[src/rtl/xbus_rd_pkg.sv]
package xbus_rd_pkg;

  typedef enum logic [1:0] {
    PH_IDLE   = 2'd0,
    PH_LEAD   = 2'd1,
    PH_ACTIVE = 2'd2,
    PH_TRAIL  = 2'd3
  } xb_phase_e;

  // Floors applied to the programmed phase lengths.
  localparam int unsigned LEAD_MIN   = 2;
  localparam int unsigned ACTIVE_MIN = 6;
  localparam int unsigned TRAIL_MIN  = 1;

endpackage

[src/rtl/xbus_len_clamp.sv]
module xbus_len_clamp #(
  parameter int unsigned CW  = 4,
  parameter int unsigned MIN = 1
) (
  input  logic [CW-1:0] len_raw,
  output logic [CW-1:0] len_eff
);

  localparam logic [CW-1:0] MinVal = CW'(MIN);

  always_comb begin
    if (len_raw < MinVal) begin
      len_eff = MinVal;
    end else begin
      len_eff = len_raw;
    end
  end

endmodule

[src/rtl/xbus_rdy_sync.sv]
module xbus_rdy_sync #(
  parameter int unsigned STAGES = 2
) (
  input  logic clk,
  input  logic rst_n,
  input  logic d_async,
  output logic q_sync
);

  logic [STAGES-1:0] sh_q;
  logic [STAGES-1:0] sh_d;

  always_comb begin
    sh_d = {sh_q[STAGES-2:0], d_async};
  end

  always_ff @(posedge clk or negedge rst_n) begin
    if (!rst_n) begin
      sh_q <= '0;
    end else begin
      sh_q <= sh_d;
    end
  end

  assign q_sync = sh_q[STAGES-1];

endmodule

[src/rtl/xbus_phase_ctr.sv]
module xbus_phase_ctr #(
  parameter int unsigned CW = 4
) (
  input  logic          clk,
  input  logic          rst_n,
  input  logic          clr,
  input  logic          adv,
  input  logic [CW-1:0] len,
  output logic          last
);

  logic [CW-1:0] cnt_q;
  logic [CW-1:0] cnt_d;
  logic          cnt_en;

  always_comb begin
    cnt_en = clr | adv;
    cnt_d  = clr ? '0 : cnt_q + 1'b1;
    last   = (cnt_q == CW'(len - 1'b1));
  end

  always_ff @(posedge clk or negedge rst_n) begin
    if (!rst_n) begin
      cnt_q <= '0;
    end else if (cnt_en) begin
      cnt_q <= cnt_d;
    end
  end

endmodule

[src/rtl/xbus_rd_ctrl.sv]
module xbus_rd_ctrl
  import xbus_rd_pkg::*;
#(
  parameter int unsigned AW          = 16,
  parameter int unsigned DW          = 16,
  parameter int unsigned CW          = 4,
  parameter int unsigned SYNC_STAGES = 2
) (
  input  logic          clk,
  input  logic          rst_n,
  input  logic [CW-1:0] cfg_lead,
  input  logic [CW-1:0] cfg_active,
  input  logic [CW-1:0] cfg_trail,
  input  logic          cfg_rdy_en,
  input  logic          req_valid,
  output logic          req_ready,
  input  logic [AW-1:0] req_addr,
  output logic          rsp_valid,
  output logic [DW-1:0] rsp_data,
  output logic          bus_cs_n,
  output logic          bus_rd_n,
  output logic [AW-1:0] bus_addr,
  input  logic [DW-1:0] bus_data_in,
  input  logic          bus_rdy
);

  xb_phase_e     phase_q, phase_d;
  logic [CW-1:0] lead_len, act_len, trail_len, cur_len;
  logic          rdy_s;
  logic          step, last, ends, accept, cap_en, ph_chg;
  logic          cs_n_d, rd_n_d;
  logic [AW-1:0] addr_q;
  logic [DW-1:0] data_q;
  logic          vld_q, cs_n_q, rd_n_q;

  // Length clamps
  xbus_len_clamp #(.CW(CW), .MIN(LEAD_MIN)) u_clamp_lead (
    .len_raw(cfg_lead), .len_eff(lead_len));
  xbus_len_clamp #(.CW(CW), .MIN(ACTIVE_MIN)) u_clamp_act (
    .len_raw(cfg_active), .len_eff(act_len));
  xbus_len_clamp #(.CW(CW), .MIN(TRAIL_MIN)) u_clamp_trail (
    .len_raw(cfg_trail), .len_eff(trail_len));

  // Ready synchronizer
  xbus_rdy_sync #(.STAGES(SYNC_STAGES)) u_rdy_sync (
    .clk(clk), .rst_n(rst_n), .d_async(bus_rdy), .q_sync(rdy_s));

  // Phase counter
  xbus_phase_ctr #(.CW(CW)) u_ctr (
    .clk(clk), .rst_n(rst_n), .clr(ph_chg), .adv(step),
    .len(cur_len), .last(last));

  // Next-state logic
  always_comb begin
    accept  = req_valid && (phase_q == PH_IDLE);
    cur_len = lead_len;
    step    = 1'b0;
    unique case (phase_q)
      PH_LEAD:   begin cur_len = lead_len;  step = 1'b1; end
      PH_ACTIVE: begin cur_len = act_len;   step = !cfg_rdy_en || rdy_s; end
      PH_TRAIL:  begin cur_len = trail_len; step = 1'b1; end
      default:   begin cur_len = lead_len;  step = 1'b0; end
    endcase
    ends    = step && last;
    phase_d = phase_q;
    unique case (phase_q)
      PH_IDLE:   if (accept) phase_d = PH_LEAD;
      PH_LEAD:   if (ends)   phase_d = PH_ACTIVE;
      PH_ACTIVE: if (ends)   phase_d = PH_TRAIL;
      PH_TRAIL:  if (ends)   phase_d = PH_IDLE;
      default:               phase_d = PH_IDLE;
    endcase
    ph_chg = (phase_d != phase_q);
    cap_en = (phase_q == PH_ACTIVE) && ends;
    cs_n_d = !((phase_d == PH_LEAD) || (phase_d == PH_ACTIVE));
    rd_n_d = !(phase_d == PH_ACTIVE);
  end

  // Registers
  always_ff @(posedge clk or negedge rst_n) begin
    if (!rst_n) begin
      phase_q <= PH_IDLE;
      cs_n_q  <= 1'b1;
      rd_n_q  <= 1'b1;
      vld_q   <= 1'b0;
    end else begin
      phase_q <= phase_d;
      cs_n_q  <= cs_n_d;
      rd_n_q  <= rd_n_d;
      vld_q   <= cap_en;
    end
  end

  always_ff @(posedge clk or negedge rst_n) begin
    if (!rst_n) begin
      addr_q <= '0;
    end else if (accept) begin
      addr_q <= req_addr;
    end
  end

  always_ff @(posedge clk or negedge rst_n) begin
    if (!rst_n) begin
      data_q <= '0;
    end else if (cap_en) begin
      data_q <= bus_data_in;
    end
  end

  assign req_ready = (phase_q == PH_IDLE);
  assign rsp_valid = vld_q;
  assign rsp_data  = data_q;
  assign bus_cs_n  = cs_n_q;
  assign bus_rd_n  = rd_n_q;
  assign bus_addr  = addr_q;

endmodule

[config.mk]
export PLATFORM = sky130hd
export DESIGN_NAME = xbus_rd_ctrl
export DESIGN_NICKNAME = d
export VERILOG_FILES = /design/src/rtl/xbus_rd_pkg.sv /design/src/rtl/xbus_len_clamp.sv /design/src/rtl/xbus_rdy_sync.sv /design/src/rtl/xbus_phase_ctr.sv /design/src/rtl/xbus_rd_ctrl.sv
export SDC_FILE = /design/constraint.sdc
export NUM_CORES = 1
export LEC_CHECK = 0
export BUFFER_PORTS_ARGS = -buffer_cell sky130_fd_sc_hd__buf_2
export CORE_ASPECT_RATIO = 1.4
export CORE_UTILIZATION = 50
export CTS_CLUSTER_SIZE = 30
export DETAILED_ROUTE_END_ITERATION = 8
export GPL_ROUTABILITY_DRIVEN = 1
export HOLD_SLACK_MARGIN = 0.08
export PLACE_DENSITY = 0.84
export SLEW_MARGIN = 40
export SYNTH_ARGS = -nofsm -noshare
export SYNTH_HDL_FRONTEND = slang
export SYNTH_HIERARCHICAL = 1
export SYNTH_SLANG_ARGS = --single-unit
[constraint.sdc]
create_clock -name clk -period 8 [get_ports clk]
set_input_delay 0.8 -clock clk [delete_from_list [all_inputs] [get_ports clk]]
set_output_delay 0.8 -clock clk [all_outputs]
set_load 0.1 [all_outputs]
==> summary.md, run 1 <==
| Metric | Value |
|---|---|
| ANT nets after route | 0 |
| Row count | 26 |
| Vias | 1330 |
| Vias per std cell | 5.00 |
| Crit path max fanout | 19 |
| # nets final | 275 |
| Post-DR wirelength/cell | 13.8 um |
| Avg Cell Area, Syn | 13.7 um^2 |
| First-pass GRT wire length | 5.87 mm |
| Slew Limit Fails | 0 |
| Crit start category | input pin |
| Compound-Gate Fraction of Synth Area | 0.0300 |
| Post-CTS Setup Inserts | 0 |
| # hold bufs at CTS | 0 |
| CTS Sinks | 43 |
| YS warnings | 6 |
| Inserted Diodes | 0 |
| Die area | 4180 um^2 |
| Setup TNS Final | 0 ps |
| Placer Congestion | 0.721 |
| Final Skew | 4.80 ps |
| Worst-margin pin slew | 516 ps |
| Largest area contributor in the netlist | dfrtp_1 |
| CTS tree | done |
| Worst setup EP type | flip-flop |
| Mapped Cells | 143 |
| Fin crit share | 0.414 |
| Sequential element share of the synthesized area | 0.549 |
| Fraction of synthesized area in multiplexers | 0.224 |
| Overall routing resource usage | 0.200 |
| Drt initial violations | 6 |
| Die X | 55.0 um |
| Distinct cell type count after synthesis | 31 |
| Clock transition at the registers of the reported paths | 80 ps |
| Drt drc | 0 |
| Final setup violating endpoints | 0 |
| EDFF count, synth | 0 |
| Area share of fa/ha/maj cells after synthesis | 0.0191 |
| Hold-critical path depth | 0 |
| Worst r2r path cells | 9 |
| Synth top area share | 0.523 |
| Antenna violations before repair | 0 |
| HP Class | reg -> reg |
| RSZ-0062 raised after global routing | false |
| Placeable Area | 3710 um^2 |
| Clk root buf | clkbuf_8 |
| Layout cell share with drive strength beyond 1 | 0.580 |
| Post-CTS sizing | 0 |
| Required time of the critical path | 8220 ps |
| HPWL after DPL | 2.75 mm |
| Total CTS buffers | 5 |
| Max Freq | 302 MHz |
| Top_reg_cell synth | dfrtp_1 |
| Most common library cells after synthesis | 41 x dfrtp_1, 21 x mux2_2, 10 x nor2_1, 8 x mux2_4, 8 x xnor2_1 |
| Ys async rst share | 1.00 |
| Pre-antenna DRT Iters | 2 |
| Die height | 76.1 um |
| H-tree depth | 2 |
| Flop2flop setup slack | 4900 ps |
| PortBufs | 84 |
| Main combinational cell family by area after synthesis | multiplexers |
| #FFs+latches synth | 43 |
| P&R area growth vs syn | 26.0% |
| Critical Path AT | 3540 ps |
| Mapped Nets | 195 |
| Simple-gate share of the synthesized area | 0.0803 |
| Final min period | 3310 ps |
| Vias in the first global route | 1339 |
| Cell with the most instances after synthesis | dfrtp_1 |
| Slew margin rel. | 0.656 |
| Status | completed |
| Final WL | 3.68 mm |
| Top post-synthesis cells by area | dfrtp_1 52%, mux2_2 12%, mux2_4 6.1%, xnor2_1 3.6%, dfstp_2 2.7% |
| Clk buf depth | 2 |
| Grt total ovfl | 0 |
| CP Class | in -> reg |
| Pin count of the biggest net entering global routing | 44 |
| Layout fillers | 319 |
| Initial Utilization | 0.529 |
| IO Pins | 85 |
| Cell Area, Synth | 1960 um^2 |
| Synth Area in XOR/XNOR | 0.0446 |
| Worst-Skew Late Latency | 290 ps |
| Hold Vio Cnt, Final | 0 |
| Max cap viols | 0 |
-- worst paths after layout --
| kind | start | endpoint |
|---|---|---|
| max | cfg_trail[3] | bus_cs_n |
| min | u_rdy_sync/sh_q[0] | u_rdy_sync/sh_q[1] |
| max reg2reg | phase_q[0] | bus_cs_n |
| min reg2reg | u_rdy_sync/sh_q[0] | u_rdy_sync/sh_q[1] |
| max in group asynchronous | rst_n | bus_rd_n |
| min in group asynchronous | rst_n | rsp_data[1] |
-- cells in the final DEF (no fill, tap or decap), drive strengths merged, types with 5 or more instances in the layout --
master / netlist / routed
nor2: 10 / 10
dfrtp: 41 / 41
a21oi: 5 / 5
buf: 5 / 85
xnor2: 8 / 8
mux2: 32 / 32
mux2i: 5 / 5
clkbuf: 7 / 6
-- stage by stage --
stage	instance area [um^2]	worst slack, ps	hold slack [ps]	utilization	cells
CTS	2470	4660	376	0.667	266
floorplan	1960	4890	331	-	143
global route	2470	4440	379	0.667	266
finish	2470	4690	364	0.667	266
detailed placement	2360	4350	358	0.635	258
global placement	2350	4230	333	0.634	258
-- routing by layer --
layer  vias up  global-route usage  share of wire
met3         8              0.0539          0.065
met4         0               0.105          0.029
li1        640                   -              -
met5         -                   0              0
met2        48               0.327           0.53
met1       634               0.227           0.37
-- critical path: stages --
cell	delay (ps)
buf_2	100
nor3_1	160
or2_1	120
mux2i_1	60
a21oi_1	330
inv_1	100
ha_1	310
xnor2_1	140
nor4_2	340
and4b_2	630
nor3_1	130
ha_1	320
-- area by class of cell --
class / instances / area [um^2] / share of cell area
timing repair buffer: 85 / 430 / 0.174
clock buffer: 6 / 82.6 / 0.0334
multi-input combinational: 85 / 783 / 0.317
tap: 42 / 52.6 / 0.0212
inverter: 3 / 11.3 / 0.00455
clock inverter: 2 / 35.0 / 0.0142
sequential: 43 / 1080 / 0.436
-- sequential cells by signal, summed over array words and instances (netlist names) --
signal           flops
u_rdy_sync/sh_q      2
u_ctr/cnt_q          4
rsp_valid            1
bus_cs_n             1
bus_rd_n             1
rsp_data            16
bus_addr            16
phase_q              2
-- logic make-up after synthesis --
logic type,count (synthesis)
flops,43
mux,37
simple gates,26
buf+inv,15
xor+xnor,10
compound gates,9
fa+ha+maj,3
Power of run 1 is not shown: default switching activity piles up to over one toggle a cycle in this logic, so the estimate is an artifact.
==> run 2, diff against run 1 <==
Settings changed: CORE_UTILIZATION 50 to 42, PLACE_DENSITY 0.84 to 0.75.
Clock period 8 ns to 2.92 ns, I/O delays scaled along.
==> run 2 against run 1 <==
Against the previous run: utilization down 11 points; worst hold slack got worse by 250 ps; via count grew 4.4%; clock skew shrank 1.7 ps; global-route usage is 3.8 points lower.
==> summary.md, run 2 (same netlist as run 1, synthesis figures left out) <==
| Metric | Value |
|---|---|
| Critical Path AT | 2800 ps |
| First-pass GRT wire length | 6.00 mm |
| Inserted Diodes | 0 |
| Post-CTS Setup Inserts | 0 |
| Required time of the critical path | 3100 ps |
| Die X | 59.8 um |
| Post-Route Utilization | 0.562 |
| Layout cell share with drive strength beyond 1 | 0.578 |
| Most common library cell in the layout ignoring fill and taps | buf_2 |
| Grt total ovfl | 0 |
| Max stage delay on crit path | 460 ps |
| Final min period | 2620 ps |
| # nets final | 281 |
| Hold Vio Cnt, Final | 0 |
| Area of the multi-input gates | 782 um^2 |
| Clock transition at the registers of the reported paths | 70 ps |
| Status | completed |
| Die area | 4960 um^2 |
| Setup TNS Final | 0 ps |
| Placeable Area | 4500 um^2 |
| Overall routing resource usage | 0.162 |
| Slowest cell on the critical path | dfrtp_1 |
| # hold bufs at CTS | 1 |
| Critical path endpoint | rsp_data[15] |
| Worst setup EP type | flip-flop |
| HPWL after DPL | 2.80 mm |
| ANT nets after route | 0 |
| Crit path max fanout | 10 |
| Total CTS buffers | 5 |
| Sequential Area | 1080 um^2 |
| Clk buf depth | 2 |
| FF-to-FF End | rsp_data[15] |
| Post-DR wirelength/cell | 12.5 um |
| Worst hold slack | 112 ps |
| Max Freq | 382 MHz |
| Fin crit share | 0.897 |
| Final Skew | 3.09 ps |
| Worst-Skew Late Latency | 290 ps |
| Max cap viols | 0 |
| CP Class | reg -> reg |
| Initial Utilization | 0.436 |
| Vias | 1389 |
| RSZ-0062 raised after global routing | false |
| Antenna violations before repair | 0 |
| IO Pins | 85 |
| CP cell instances | mux2i_1, a21oi_1, inv_1, ha_1, xnor2_1, nor4_2, and4b_1, buf_4, mux2_2 |
| PortBufs | 84 |
| Flop2flop setup slack | 300 ps |
| Worst-margin pin slew | 685 ps |
| Slew Limit Fails | 0 |
| CTS Sinks | 43 |
| Vias per std cell | 4.76 |
| Crit start category | flip-flop |
| HP Class | in -> reg |
| Drt initial violations | 30 |
| Post-CTS sizing | 0 |
| P&R area growth vs syn | 28.7% |
| Drt drc | 0 |
| Final instance area | 2530 um^2 |
| Placer Congestion | 0.750 |
| CP startpoint | phase_q[0] |
| Final setup violating endpoints | 0 |
| Pin count of the biggest net entering global routing | 44 |
| Row count | 29 |
| Cell Area, Placed | 2420 um^2 |
| Clk root buf | clkbuf_8 |
| Final WL | 3.66 mm |
| Pre-antenna DRT Iters | 4 |
| H-tree depth | 2 |
| Slew margin rel. | 0.541 |
| Worst r2r path cells | 9 |
| CTS tree | done |
| Die height | 82.9 um |
| Most frequent cells in the layout | 83 x buf_2, 41 x dfrtp_1, 21 x mux2_2, 10 x nor2_1 |
| Vias in the first global route | 1439 |
| Worst reg2reg startpoint | phase_q[0] |
| Layout fillers | 404 |
## run 2: cell count changes in the layout (fill, tap and decap cells not counted), sizes merged
cell / delta
buf: +5
clkbuf: +2
bufinv: -1
clkinv: -1
dlygate4sd3: +1
## run 2: worst min path at each step
stage,from,endpoint,slack (ps),cells after the start
floorplan,rst_n,bus_addr[0],-4,0
global placement,u_rdy_sync/sh_q[0],u_rdy_sync/sh_q[1],340,0
detailed placement,rst_n,rsp_data[5],310,1
finish,bus_rdy,u_rdy_sync/sh_q[0],110,1
CTS,bus_rdy,u_rdy_sync/sh_q[0],100,1
global route,bus_rdy,u_rdy_sync/sh_q[0],100,1
## run 2: cell type report
cell class                 count  area share
tap                           62      0.0307
multi-input combinational     85       0.309
timing repair buffer          91       0.189
sequential                    43       0.427
clock buffer                   8      0.0396
inverter                       3     0.00446
## run 2: metal layers
metal	part of all wire	track usage	vias up
met5	0	0	-
met2	0.52	0.276	53
met1	0.39	0.169	675
met4	0.020	0.0803	0
met3	0.075	0.0561	7
li1	-	-	654
## run 2: worst max-delay path: cells and delay by family, from the launching register on
kind / cells / cell delay, ps
simple gates: 2 / 630
mux: 2 / 490
flops: 1 / 460
fa+ha+maj: 1 / 280
buf+inv: 2 / 260
compound gates: 1 / 240
xor+xnor: 1 / 140
## run 2: metrics by stage
stage / setup slack (ps) / std cells
after detailed placement: 177 / 283
after global routing: 87.0 / 292
after CTS: 260 / 292
final: 300 / 292
after global placement: 241 / 283
after floorplan: 281 / 143
Power of run 2 is left out for the same reason.
==> run 3, diff against run 2 <==
--- a/config.mk
+++ b/config.mk
@@ -7,7 +7,5 @@
 export LEC_CHECK = 0
 export BUFFER_PORTS_ARGS = -buffer_cell sky130_fd_sc_hd__buf_2
-export CORE_ASPECT_RATIO = 1.4
 export CORE_UTILIZATION = 42
-export CTS_CLUSTER_SIZE = 30
 export DETAILED_ROUTE_END_ITERATION = 8
 export GPL_ROUTABILITY_DRIVEN = 1
==> constraint.sdc (replaced) <==
create_clock -name clk -period 2.92 [get_ports clk]
set_input_delay 0.584 -clock clk [delete_from_list [all_inputs] [get_ports clk]]
set_output_delay 0.584 -clock clk [all_outputs]
set_load 0.1 [all_outputs]
==> run 3 against run 2 <==
Against the previous run: maximum frequency up 0.35%; critical path depth up 3; sequential cell count unchanged; sequential share of layout area unchanged; global-route usage down 0.85 points; routed wire length down 3.9%; utilization up 1.1 points; first-iteration DRC count up 33%; highest routed layer unchanged; worst hold slack better by 160 ps; cell count down 4.1%; via count down 2.7%.
==> summary.md, run 3 (same netlist as run 1, synthesis figures left out) <==
| Metric | Value |
|---|---|
| Clk buf depth | 2 |
| Die height | 70.4 um |
| Antenna violations before repair | 0 |
| Placer Congestion | 0.719 |
| Sequential Area | 1080 um^2 |
| Worst r2r path cells | 9 |
| CTS Sinks | 43 |
| Worst-Skew Late Latency | 290 ps |
| Worst reg2reg startpoint | phase_q[1] |
| Worst setup EP type | flip-flop |
| Final setup margin | 309 ps |
| H-tree depth | 2 |
| Clock transition at the registers of the reported paths | 80 ps |
| Post-DR wirelength/cell | 12.5 um |
| Vias per std cell | 4.83 |
| Die area | 4950 um^2 |
| PortBufs | 84 |
| Layout Cells excl Fill | 280 |
| Critical Path AT | 2790 ps |
| Fin crit share | 0.894 |
| RSZ-0062 raised after global routing | false |
| Layout cell share with drive strength beyond 1 | 0.583 |
| Vias in the first global route | 1380 |
| Final Skew | 7.00 ps |
| HP Class | in -> async |
| Placed Cells | 272 |
| Flop2flop setup slack | 310 ps |
| HPWL after DPL | 2.66 mm |
| Most frequent cells in the layout | 83 x buf_2, 41 x dfrtp_1, 21 x mux2_2, 10 x nor2_1 |
| Row count | 24 |
| ANT nets after route | 0 |
| Grt total ovfl | 0 |
| Post-CTS sizing | 0 |
| Status | completed |
| Hold Vio Cnt, Final | 0 |
| P&R area growth vs syn | 28.7% |
| First-pass GRT wire length | 5.93 mm |
| Drt drc | 0 |
| Total CTS buffers | 5 |
| Final WL | 3.51 mm |
| Vias | 1352 |
| Area of the multi-input gates | 782 um^2 |
| CP startpoint | cfg_trail[3] |
| Clk root buf | clkbuf_8 |
| # hold bufs at CTS | 0 |
| Overall routing resource usage | 0.153 |
| Slew Limit Fails | 0 |
| Max cap viols | 0 |
| Critical path endpoint | rsp_data[10] |
| CP Class | in -> reg |
| Initial Utilization | 0.445 |
| Pre-antenna DRT Iters | 2 |
| Final setup violating endpoints | 0 |
| Die X | 70.4 um |
| FF-to-FF End | rsp_data[10] |
| Post-CTS Setup Inserts | 0 |
| IO Pins | 85 |
| Max Freq | 383 MHz |
| Drt initial violations | 40 |
| Crit path max fanout | 18 |
| Crit start category | input pin |
| Inserted Diodes | 0 |
| Final min period | 2610 ps |
| Worst-margin pin slew | 520 ps |
| Place WS | -21.0 ps |
| Pin count of the biggest net entering global routing | 44 |
| Required time of the critical path | 3100 ps |
| Most common library cell in the layout ignoring fill and taps | buf_2 |
| CTS tree | done |
| Slew margin rel. | 0.653 |
| # nets final | 279 |
| Placeable Area | 4410 um^2 |
| Layout fillers | 387 |
run 3: cell count changes in the layout (fill, tap and decap cells not counted), sizes merged:
cell and change:
clkbuf -2, buf -1, bufinv +1, clkinv +1, dlygate4sd3 -1
run 3: worst min-delay path by stage:
stage | slack (ps) | endpoint | depth (start not counted)
floorplan | 290 | bus_addr[0] | 0
global placement | 330 | u_rdy_sync/sh_q[1] | 0
detailed placement | 340 | u_rdy_sync/sh_q[1] | 0
CTS | 280 | bus_addr[10] | 1
global route | 310 | bus_addr[7] | 1
finish | 270 | bus_addr[10] | 1
run 3: worst max-delay path, cell delays in order:
cell and delay [ps]:
buf_2 110, nor3_1 150, or2_1 110, mux2i_1 60
a21oi_1 190, inv_1 60, ha_1 300, xnor2_1 140
nor4_2 240, and4b_1 300, buf_12 180, mux2_2 350
run 3: metrics by stage:
stage / hold slack, ps / area [um^2] / TNS [ps] / utilization
after floorplan: 288 / 1960 / 0 / -
after global placement: 333 / 2410 / 0 / 0.545
after detailed placement: 340 / 2410 / -98.6 / 0.546
after CTS: 281 / 2530 / 0 / 0.573
after global routing: 309 / 2530 / 0 / 0.573
final: 267 / 2530 / 0 / 0.573
run 3: cell type report:
class | instances | area share
Sequential cell | 43 | 0.427
Multi-Input combinational cell | 85 | 0.309
Timing Repair Buffer | 89 | 0.187
Clock buffer | 6 | 0.0327
Tap cell | 52 | 0.0257
Clock inverter | 2 | 0.0139
Inverter | 3 | 0.00446
run 3: per-layer routing:
metal / vias up / track usage / routed length (um)
met5: - / 0 / 0
met4: 0 / 0.0533 / 45
met3: 7 / 0.0433 / 249
met2: 57 / 0.257 / 1660
met1: 634 / 0.188 / 1550
li1: 654 / - / -
Power of run 3 is left out for the same reason.
